File: src/rtl/phs_pkg.sv
// Package: shared types of the phase code output sequencer.
// Assumes: none; holds only the sweep state encoding.
package phs_pkg;

    typedef enum logic [1:0] {
        SQ_IDLE  = 2'd0,
        SQ_STORE = 2'd1,
        SQ_SHOW  = 2'd2
    } sweep_state_t;

endpackage

File: src/rtl/phs_ctrl.sv
// Sweep controller: owns the shared counter and the read/write bit.
// Assumes: grad_valid is a single-cycle strobe; N_ELEM >= 2.
// A gradient always wins and restarts the store sweep at element 0.
module phs_ctrl
    import phs_pkg::*;
#(
    parameter int N_ELEM = 32,
    localparam int ADDR_W = $clog2(N_ELEM)
) (
    input  logic              clk,
    input  logic              rst_n,
    input  logic              grad_valid,
    output logic [ADDR_W-1:0] cnt,
    output logic              wr_en,
    output logic              rd_en,
    output logic              rw_bit
);

    localparam logic [ADDR_W-1:0] LAST = ADDR_W'(N_ELEM - 1);

    sweep_state_t state;

    // Sweep state and counter update.
    always_ff @(posedge clk) begin
        if (!rst_n) begin
            state <= SQ_IDLE;
            cnt   <= '0;
        end else if (grad_valid) begin
            state <= SQ_STORE;
            cnt   <= '0;
        end else begin
            case (state)
                SQ_STORE: begin
                    if (cnt == LAST) begin
                        state <= SQ_SHOW;
                        cnt   <= '0;
                    end else begin
                        cnt <= cnt + 1'b1;
                    end
                end
                SQ_SHOW: begin
                    cnt <= (cnt == LAST) ? '0 : cnt + 1'b1;
                end
                default: begin
                    cnt <= cnt;
                end
            endcase
        end
    end

    // Strobes derived from the state; a gradient suppresses both.
    always_comb begin
        wr_en  = (state == SQ_STORE) && !grad_valid;
        rd_en  = (state == SQ_SHOW)  && !grad_valid;
        rw_bit = (state == SQ_SHOW);
    end

endmodule

File: src/rtl/phs_mux.sv
// N-to-1 code selector: picks lane `sel` of a flat code bus.
// Assumes: lane j occupies bits CODE_W*j+CODE_W-1 .. CODE_W*j.
module phs_mux #(
    parameter int N_ELEM = 32,
    parameter int CODE_W = 6,
    localparam int ADDR_W = $clog2(N_ELEM)
) (
    input  logic [N_ELEM*CODE_W-1:0] codes,
    input  logic [ADDR_W-1:0]        sel,
    output logic [CODE_W-1:0]        y
);

    logic [CODE_W-1:0] lanes [N_ELEM];

    for (genvar g = 0; g < N_ELEM; g++) begin : g_lane
        assign lanes[g] = codes[g*CODE_W +: CODE_W];
    end

    // Lane selection; out-of-range selects give zero.
    always_comb begin
        if (int'(sel) < N_ELEM) y = lanes[sel];
        else                    y = '0;
    end

endmodule

File: src/rtl/phs_mem.sv
// Code store: N_ELEM words of CODE_W bits, one write port, one read port.
// Assumes: read data is registered (one clock latency); contents are not reset.
module phs_mem #(
    parameter int N_ELEM = 32,
    parameter int CODE_W = 6,
    localparam int ADDR_W = $clog2(N_ELEM)
) (
    input  logic              clk,
    input  logic              rst_n,
    input  logic              we,
    input  logic [ADDR_W-1:0] waddr,
    input  logic [CODE_W-1:0] wdata,
    input  logic              re,
    input  logic [ADDR_W-1:0] raddr,
    output logic [CODE_W-1:0] rdata
);

    logic [CODE_W-1:0] words [N_ELEM];

    // Array write.
    always_ff @(posedge clk) begin
        if (we) words[waddr] <= wdata;
    end

    // Registered read.
    always_ff @(posedge clk) begin
        if (!rst_n)  rdata <= '0;
        else if (re) rdata <= words[raddr];
    end

endmodule

File: src/rtl/phs_seq_top.sv
// Phase code output sequencer top: a counter-driven selector feeds the store,
// and the store is replayed onto a narrow data/address bus.
// Assumes: codes_in is stable during the store sweep; synchronous active-low reset.
module phs_seq_top #(
    parameter int N_ELEM = 32,
    parameter int CODE_W = 6,
    localparam int ADDR_W = $clog2(N_ELEM)
) (
    input  logic                     clk,
    input  logic                     rst_n,
    input  logic                     grad_valid,
    input  logic [N_ELEM*CODE_W-1:0] codes_in,
    output logic                     sweep_rd,
    output logic                     dvalid,
    output logic [CODE_W-1:0]        dout,
    output logic [ADDR_W-1:0]        aout
);

    logic [ADDR_W-1:0] cnt;
    logic              wr_en;
    logic              rd_en;
    logic [CODE_W-1:0] sel_code;
    logic [CODE_W-1:0] rd_word;
    logic [ADDR_W-1:0] addr_q;

    phs_ctrl #(.N_ELEM(N_ELEM)) u_ctrl (
        .clk        (clk),
        .rst_n      (rst_n),
        .grad_valid (grad_valid),
        .cnt        (cnt),
        .wr_en      (wr_en),
        .rd_en      (rd_en),
        .rw_bit     (sweep_rd)
    );

    phs_mux #(.N_ELEM(N_ELEM), .CODE_W(CODE_W)) u_mux (
        .codes (codes_in),
        .sel   (cnt),
        .y     (sel_code)
    );

    phs_mem #(.N_ELEM(N_ELEM), .CODE_W(CODE_W)) u_mem (
        .clk   (clk),
        .rst_n (rst_n),
        .we    (wr_en),
        .waddr (cnt),
        .wdata (sel_code),
        .re    (rd_en),
        .raddr (cnt),
        .rdata (rd_word)
    );

    // Delay the address and valid by one clock to match the read latency.
    always_ff @(posedge clk) begin
        if (!rst_n) begin
            dvalid <= 1'b0;
            addr_q <= '0;
        end else begin
            dvalid <= rd_en;
            addr_q <= rd_en ? cnt : '0;
        end
    end

    // Output gating: bus reads zero when no word is valid.
    always_comb begin
        dout = dvalid ? rd_word : '0;
        aout = dvalid ? addr_q  : '0;
    end

endmodule

File: config.mk
export PLATFORM = sky130hd
export DESIGN_NAME = phs_seq_top
export DESIGN_NICKNAME = d
export VERILOG_FILES = /design/src/rtl/phs_pkg.sv /design/src/rtl/phs_ctrl.sv /design/src/rtl/phs_mux.sv /design/src/rtl/phs_mem.sv /design/src/rtl/phs_seq_top.sv
export SDC_FILE = /design/constraint.sdc
export NUM_CORES = 1
export LEC_CHECK = 0
export BUFFER_PORTS_ARGS = -buffer_cell sky130_fd_sc_hd__buf_4
export CAP_MARGIN = 25
export CORE_ASPECT_RATIO = 1.5
export CORE_MARGIN = 1
export CORE_UTILIZATION = 30
export DETAILED_ROUTE_END_ITERATION = 8
export GPL_TIMING_DRIVEN = 0
export PLACE_DENSITY_LB_ADDON = 0.2
export SLEW_MARGIN = 20
export SYNTH_ARGS = -nofsm -noshare
export SYNTH_HDL_FRONTEND = slang
export SYNTH_HIERARCHICAL = 1
export SYNTH_SLANG_ARGS = --single-unit
export TNS_END_PERCENT = 20
File: constraint.sdc
create_clock -name clk -period 2.95 [get_ports clk]
set_clock_uncertainty 0.15 [all_clocks]
set_input_delay 0.59 -clock clk [delete_from_list [all_inputs] [get_ports clk]]
set_output_delay 0.59 -clock clk [all_outputs]
set_load 0.02 [all_outputs]
# Word-level counts from Yosys, hierarchy flattened
# Memory sizes are Yosys's and may differ from the RTL's. A register that Yosys moved wholly into a read port is not among the register bits.
# Cells that the tools add are included.
classes:
  addsub: 1
  order_cmp: 1
  eq_ne: 3
  muxes: 11
  bitwise: 2
  reduce_logical: 11
ops:
  columns: ["op", "count"]
  rows:
  - ["binary-select mux 6 bit (select 5 bit)", 1]
  - ["two-way mux 6 bit", 3]
  - ["two-way mux 5 bit", 2]
  - [">= comparator 6 bit (second input constant)", 1]
  - ["NOT 5 -> 6 bit", 1]
  - ["AND reduction 2 bit", 3]
  - ["adder 5 x 1 -> 5 bit (second input constant)", 1]
  - ["equality test 5 bit (second input constant)", 1]
  - ["two-way mux 1 bit", 5]
  - ["nonzero test 2 bit", 2]
  - ["OR reduction 2 bit", 2]
  - ["equality test 2 x 1 -> 1 bit (second input constant)", 1]
  - ["equality test 2 bit (second input constant)", 1]
  - ["logical AND 1 bit", 2]
  - ["zero test 1 bit", 2]
  - ["NOT 1 bit", 1]
word_totals:
  reg_bits: 13
  ramBits: 192
  inputBits: 195
  out_inout_bits: 13
  word_cells: 35
  mem_count: 1
mem_list:
  columns: ["name", "words", "width", "read_ports", "rd_ports_with_merged_regs", "write_ports", "line", "source"]
  rows:
  - ["u_mem.words", 32, 6, 1, 1, 1, "phs_mem.sv:18", "logic [CODE_W-1:0] words [N_ELEM];"]

# Depth between registers and ports, before layout
depth:
  ltp_word: 4
  depth_mapped: 8

# Modules after synthesis
# Netlist, hierarchy kept.
by_module_without_submodules:
  columns: ["module", "instances", "cells_each", "area_each_um2", "seq_area_each_um2"]
  rows:
  - ["phs_mem", 1, 462, 7890.1, 5885.6]
  - ["phs_mux", 1, 79, 1493.9, 0.0]
  - ["phs_ctrl", 1, 37, 350.3, 140.1]
  - ["phs_seq_top", 1, 24, 237.7, 120.1]

# Worst setup path after synthesis
# Ideal clock, no wire load.
synth_timing:
  path_type: "register to register"
  startpoint: "register u_ctrl.cnt[2]"
  endpoint: "memory u_mem.words[0][0], data pin"
  setup_time_ns: 0.307
  arrival_time_ns: 2.400
  required_time_ns: 2.493
  setup_slack_ns: 0.093
  path_stages_with_launch: 6
  cell_sequence: "dfxtp_1 > buf_2 > buf_1 > mux4_2 > mux4_2 > mux2_2"
synth_via:
  elab_chain_cells: 4
synth_lines:
  columns: ["item", "line", "source"]
  rows:
  - ["start, declared", "phs_ctrl.sv:13", "output logic [ADDR_W-1:0] cnt,"]
  - ["start signal, assigned", "phs_ctrl.sv:38", "cnt <= cnt + 1'b1;"]
  - ["start signal, assigned", "phs_ctrl.sv:42", "cnt <= (cnt == LAST) ? '0 : cnt + 1'b1;"]
  - ["start signal, assigned", "phs_ctrl.sv:45", "cnt <= cnt;"]
  - ["NOT 5 -> 6 bit (implied by the code)", "phs_mux.sv:21", "if (int'(sel) < N_ELEM) y = lanes[sel];"]
  - ["binary-select mux 6 bit (select 5 bit)", "phs_mux.sv:21", null]
  - ["two-way mux 6 bit (implied by the code) (2 in series)", "phs_mux.sv:21", null]
  - ["net sel_code[0]", "phs_seq_top.sv:22", "logic [CODE_W-1:0] sel_code;"]
  - ["end, declared", "phs_mem.sv:18", null]
# The timed path passes the listed nets, and every way through them passes these cells. The select of a mux whose other input is x is not followed.

# Final worst setup path
layout_timing:
  startpoint: "register u_ctrl.cnt[1]"
  endpoint: "memory u_mem.words[13][2], data pin"
layout_via:
  elab_chain_cells: 4
layout_lines:
  columns: ["item", "line"]
  rows:
  - ["NOT 5 -> 6 bit (implied by the code)", "phs_mux.sv:21"]
  - ["binary-select mux 6 bit (select 5 bit)", "phs_mux.sv:21"]
  - ["two-way mux 6 bit (implied by the code) (2 in series)", "phs_mux.sv:21"]
# No other way between the ends. The select of a mux whose other input is x is not followed.

==> impl_metrics.py <==
metrics = {
    "floorplan": {
        "die_y_um": 225,
        "initial_core_util_pct": 30.6,
        "pin_count": 208,
        "rows": 81,
        "core-area_um2": 32600,
        "dieArea_um2": 34000,
        "dieWidth_um": 151,
    },
    "power": {
        "p_int_mw": 4.90,
        "p_per_area_nw_per_um2": 484,
        "power.switching_mw": 1.26,
        "sequentialPowerShare_pct": 53.4,
        "swShare_pct": 20.5,
        "ir_drop_mv": 0.301,
        "leakage_nw": 4.30,
        "pwr-share-clk_pct": 37.8,
        "combinationalPowerShare_pct": 8.8,
    },
    "yosys": {
        "synth_fp_nets": 801,
        "synth_cell_types": 35,
        "synth_cells": 602,
        "synth.yosys.seq_area_share_pct": 61.6,
        "ys_top_cells_by_area": "edfxtp_1 (58%), mux4_2 (14%), mux2i_1 (9.8%), dfxtp_1 (3.8%), a22oi_1 (3.3%)",
        "synth_warnings": 6,
        "netlist.area_leader.share_pct": 57.8,
        "avgSynthCellArea_um2": 16.6,
        "ys_ff_latch": 211,
        "synth_area_leader_cell": "edfxtp_1",
        "synth_area_um2": 9970,
    },
    "cells_and_area": {
        "regArea_um2": 6160,
        "syn_to_final_growth_pct": 27.7,
        "num_antenna_cells": 0,
        "final_cell_mix": "buf_4 (221), edfxtp_1 (192), mux2i_1 (98)",
        "multi_input_area_um2": 3590,
        "postLayoutCellArea_um2": 12700,
        "final_common_cell": "buf_4",
        "fin_util_pct": 39.0,
        "fillers": 3141,
        "fin_nets": 1034,
        "drive_gt1_share_pct": 40.4,
    },
    "critical_path": {
        "crit_family": "multiplexers",
        "cp.buffers_inverters": 2,
        "max_stage_delay_ns": 0.57,
        "cp_slowest_cell": "mux4_2",
        "worstPathMaxFanout": 16,
        "worstSetupPathType": "flop to flop",
        "worst_ep_arrival_time_ns": 2.88,
        "startpoint_type": "flop",
        "end_kind": "flop",
        "crit_path_cell_trace": "buf_6 -> buf_6 -> mux4_2 -> mux4_2 -> mux2_4",
        "required_ns": 3.00,
    },
    "route": {
        "drc": 0,
        "ant_nets": 0,
        "firstDrtPassIters": 5,
        "wirelength_um": 30800,
        "wl_per_cell_um": 24.4,
        "drt_iter0_drc": 361,
        "viasPerCell": 5.18,
        "via_count": 6536,
    },
    "clocking": {
        "cts_buffers": 19,
        "cts_tree": "done",
        "clock_latency_ns": 0.51,
        "clkSinkCount": 211,
        "htree_num_levels": 1,
        "cts_hold_buf": 0,
        "cts.reportedPaths.clkPinSlew_ns": 0.07,
        "clock_path_buffers": 3,
        "cts_root_buffer": "clkbuf_16",
    },
    "sta": {
        "period_needed_ns": 2.83,
        "grt_setup_unrepaired": "false",
        "worstMarginPinSlew_ns": 0.833,
        "finalSetupViolations": 0,
        "finalCritPeriodShare_pct": 95.9,
        "slew_headroom_pct": 44.5,
        "finalMaxSlewViolations": 0,
        "tns_ns": 0,
        "final_hold_viol_count": 0,
        "setup_slack_ns": 0.121,
        "fmax_ghz": 0.354,
        "hold_ws_ns": 0.188,
    },
    "status": {
        "status": "complete, no violations",
    },
    "global_route": {
        "grt.total_usage_pct": 18.4,
        "grt_pass1_vias": 7061,
        "grt_overflow": 0,
        "grt_pass1_wl_um": 43900,
        "grt_max_degree": 33,
        "antenna_found_initial": 0,
    },
    "place": {
        "io_buffers": 207,
        "dpl.hpwl_um": 22400,
        "place.gp.congestion": 0.871,
        "place_worst_setup_slack_ns": -1.25,
        "placed_area_um2": 12000,
    },
    "job": {
        "cap_violations": 0,
    },
    "hold_path": {
        "hold_class": "input port to flop",
    },
}
[layout make-up]
class,instances,area share [%]
timing repair buffer,211,12.4
sequential,211,48.4
clock buffer,27,4.05
multi-input combinational,351,28.2
clock inverter,6,0.442
inverter,2,0.0590
tap,415,4.08
buffer,39,2.38
[power by group through the flow]
| stage | Sequential (mW) | Combinational, mW | Clock (mW) |
|---|---|---|---|
| after detailed placement | 3.36 | 0.532 | 0 |
| final | 3.29 | 0.540 | 2.33 |
| after CTS | 3.29 | 0.543 | 2.38 |
| after floorplan | 3.35 | 0.224 | 0 |
| after global routing | 3.29 | 0.572 | 2.50 |
| after global placement | 3.36 | 0.523 | 0 |
[per-stage QoR]
step	cells	total power, mW
2_1_floorplan	602	3.58
3_3_place_gp	1224	3.88
3_5_place_dp	1224	3.89
4_1_cts	1257	6.22
5_1_grt	1262	6.36
6_report	1262	6.16
[cells in the mapped netlist]
library cell,n
edfxtp_1,192
mux2i_1,98
mux4_2,60
a22oi_1,44
nor2_1,38
a21oi_1,34
dfxtp_1,19
and2_1,13
clkbuf_1,12
buf_6,8
o21ai_0,7
and3_1,6
buf_1,6
buf_2,6
mux2_2,6
or4_1,6
nand3b_1,5
nor2b_1,5
a22oi_2,4
buf_4,4
ha_1,4
buf_8,3
nand2_1,3
nand2b_1,3
or3b_2,3
inv_1,2
nand3_1,2
nor3_1,2
and2b_2,1
buf_12,1
nand4b_1,1
or2_2,1
or3_1,1
or4b_1,1
xor2_1,1
[per-layer routing]
| metal | track usage [%] | wire [µm] | part of all wire, % | vias to the layer above |
|---|---|---|---|---|
| met2 | 36.4 | 17600 | 57 | 265 |
| met5 | 0 | 0 | 0 | - |
| met1 | 18.7 | 10600 | 34 | 3307 |
| met4 | 8.13 | 1260 | 4.1 | 0 |
| met3 | 2.47 | 1410 | 4.6 | 53 |
| li1 | - | - | - | 2911 |
[path summary, 6_finish.rpt]
path | from | end | slack [ns] | cells past startpoint
min | grad_valid | u_ctrl/state[0] | 0.19 | 3
min reg2reg | u_ctrl/state[1] | u_ctrl/state[1] | 0.35 | 2
max reg2reg | u_ctrl/cnt[1] | u_mem/words[13][2] | 0.12 | 5
max | u_ctrl/cnt[1] | u_mem/words[13][2] | 0.12 | 5
[worst reg2reg max path, stage by stage (launching register included)]
cell,delay (ns)
dfxtp_4,0.41
buf_6,0.21
buf_6,0.22
mux4_2,0.52
mux4_2,0.57
mux2_4,0.43
[state kept, by name, indices dropped and copies added (netlist names)]
register and cells:
u_mem/words 192, u_mem/rdata 6, u_ctrl/cnt 5, dvalid 1
u_ctrl/state 2, addr_q 5
[logic make-up (layout without fill, tap and decap cells)]
logic type / count (synthesis) / after routing / synth area share [%]
and+or+nand+nor: 91 / 91 / 4.93
buffers and inverters: 42 / 285 / 2.91
xor gates and xnor gates: 1 / 1 / 0.0878
adders and majority gates: 4 / 4 / 0.502
muxes: 164 / 166 / 24.1
DFF: 211 / 211 / 61.6
AOI/OAI and AO/OA: 89 / 89 / 5.87
[timing repair]
item | 4_1_cts | 5_1_grt
gates cloned | 1 | 1
setup buffers | 0 | 4
gates resized for setup | 27 | 2
endpoints found under the setup margin | 198 | 192
(Power assumes the default switching activity.)
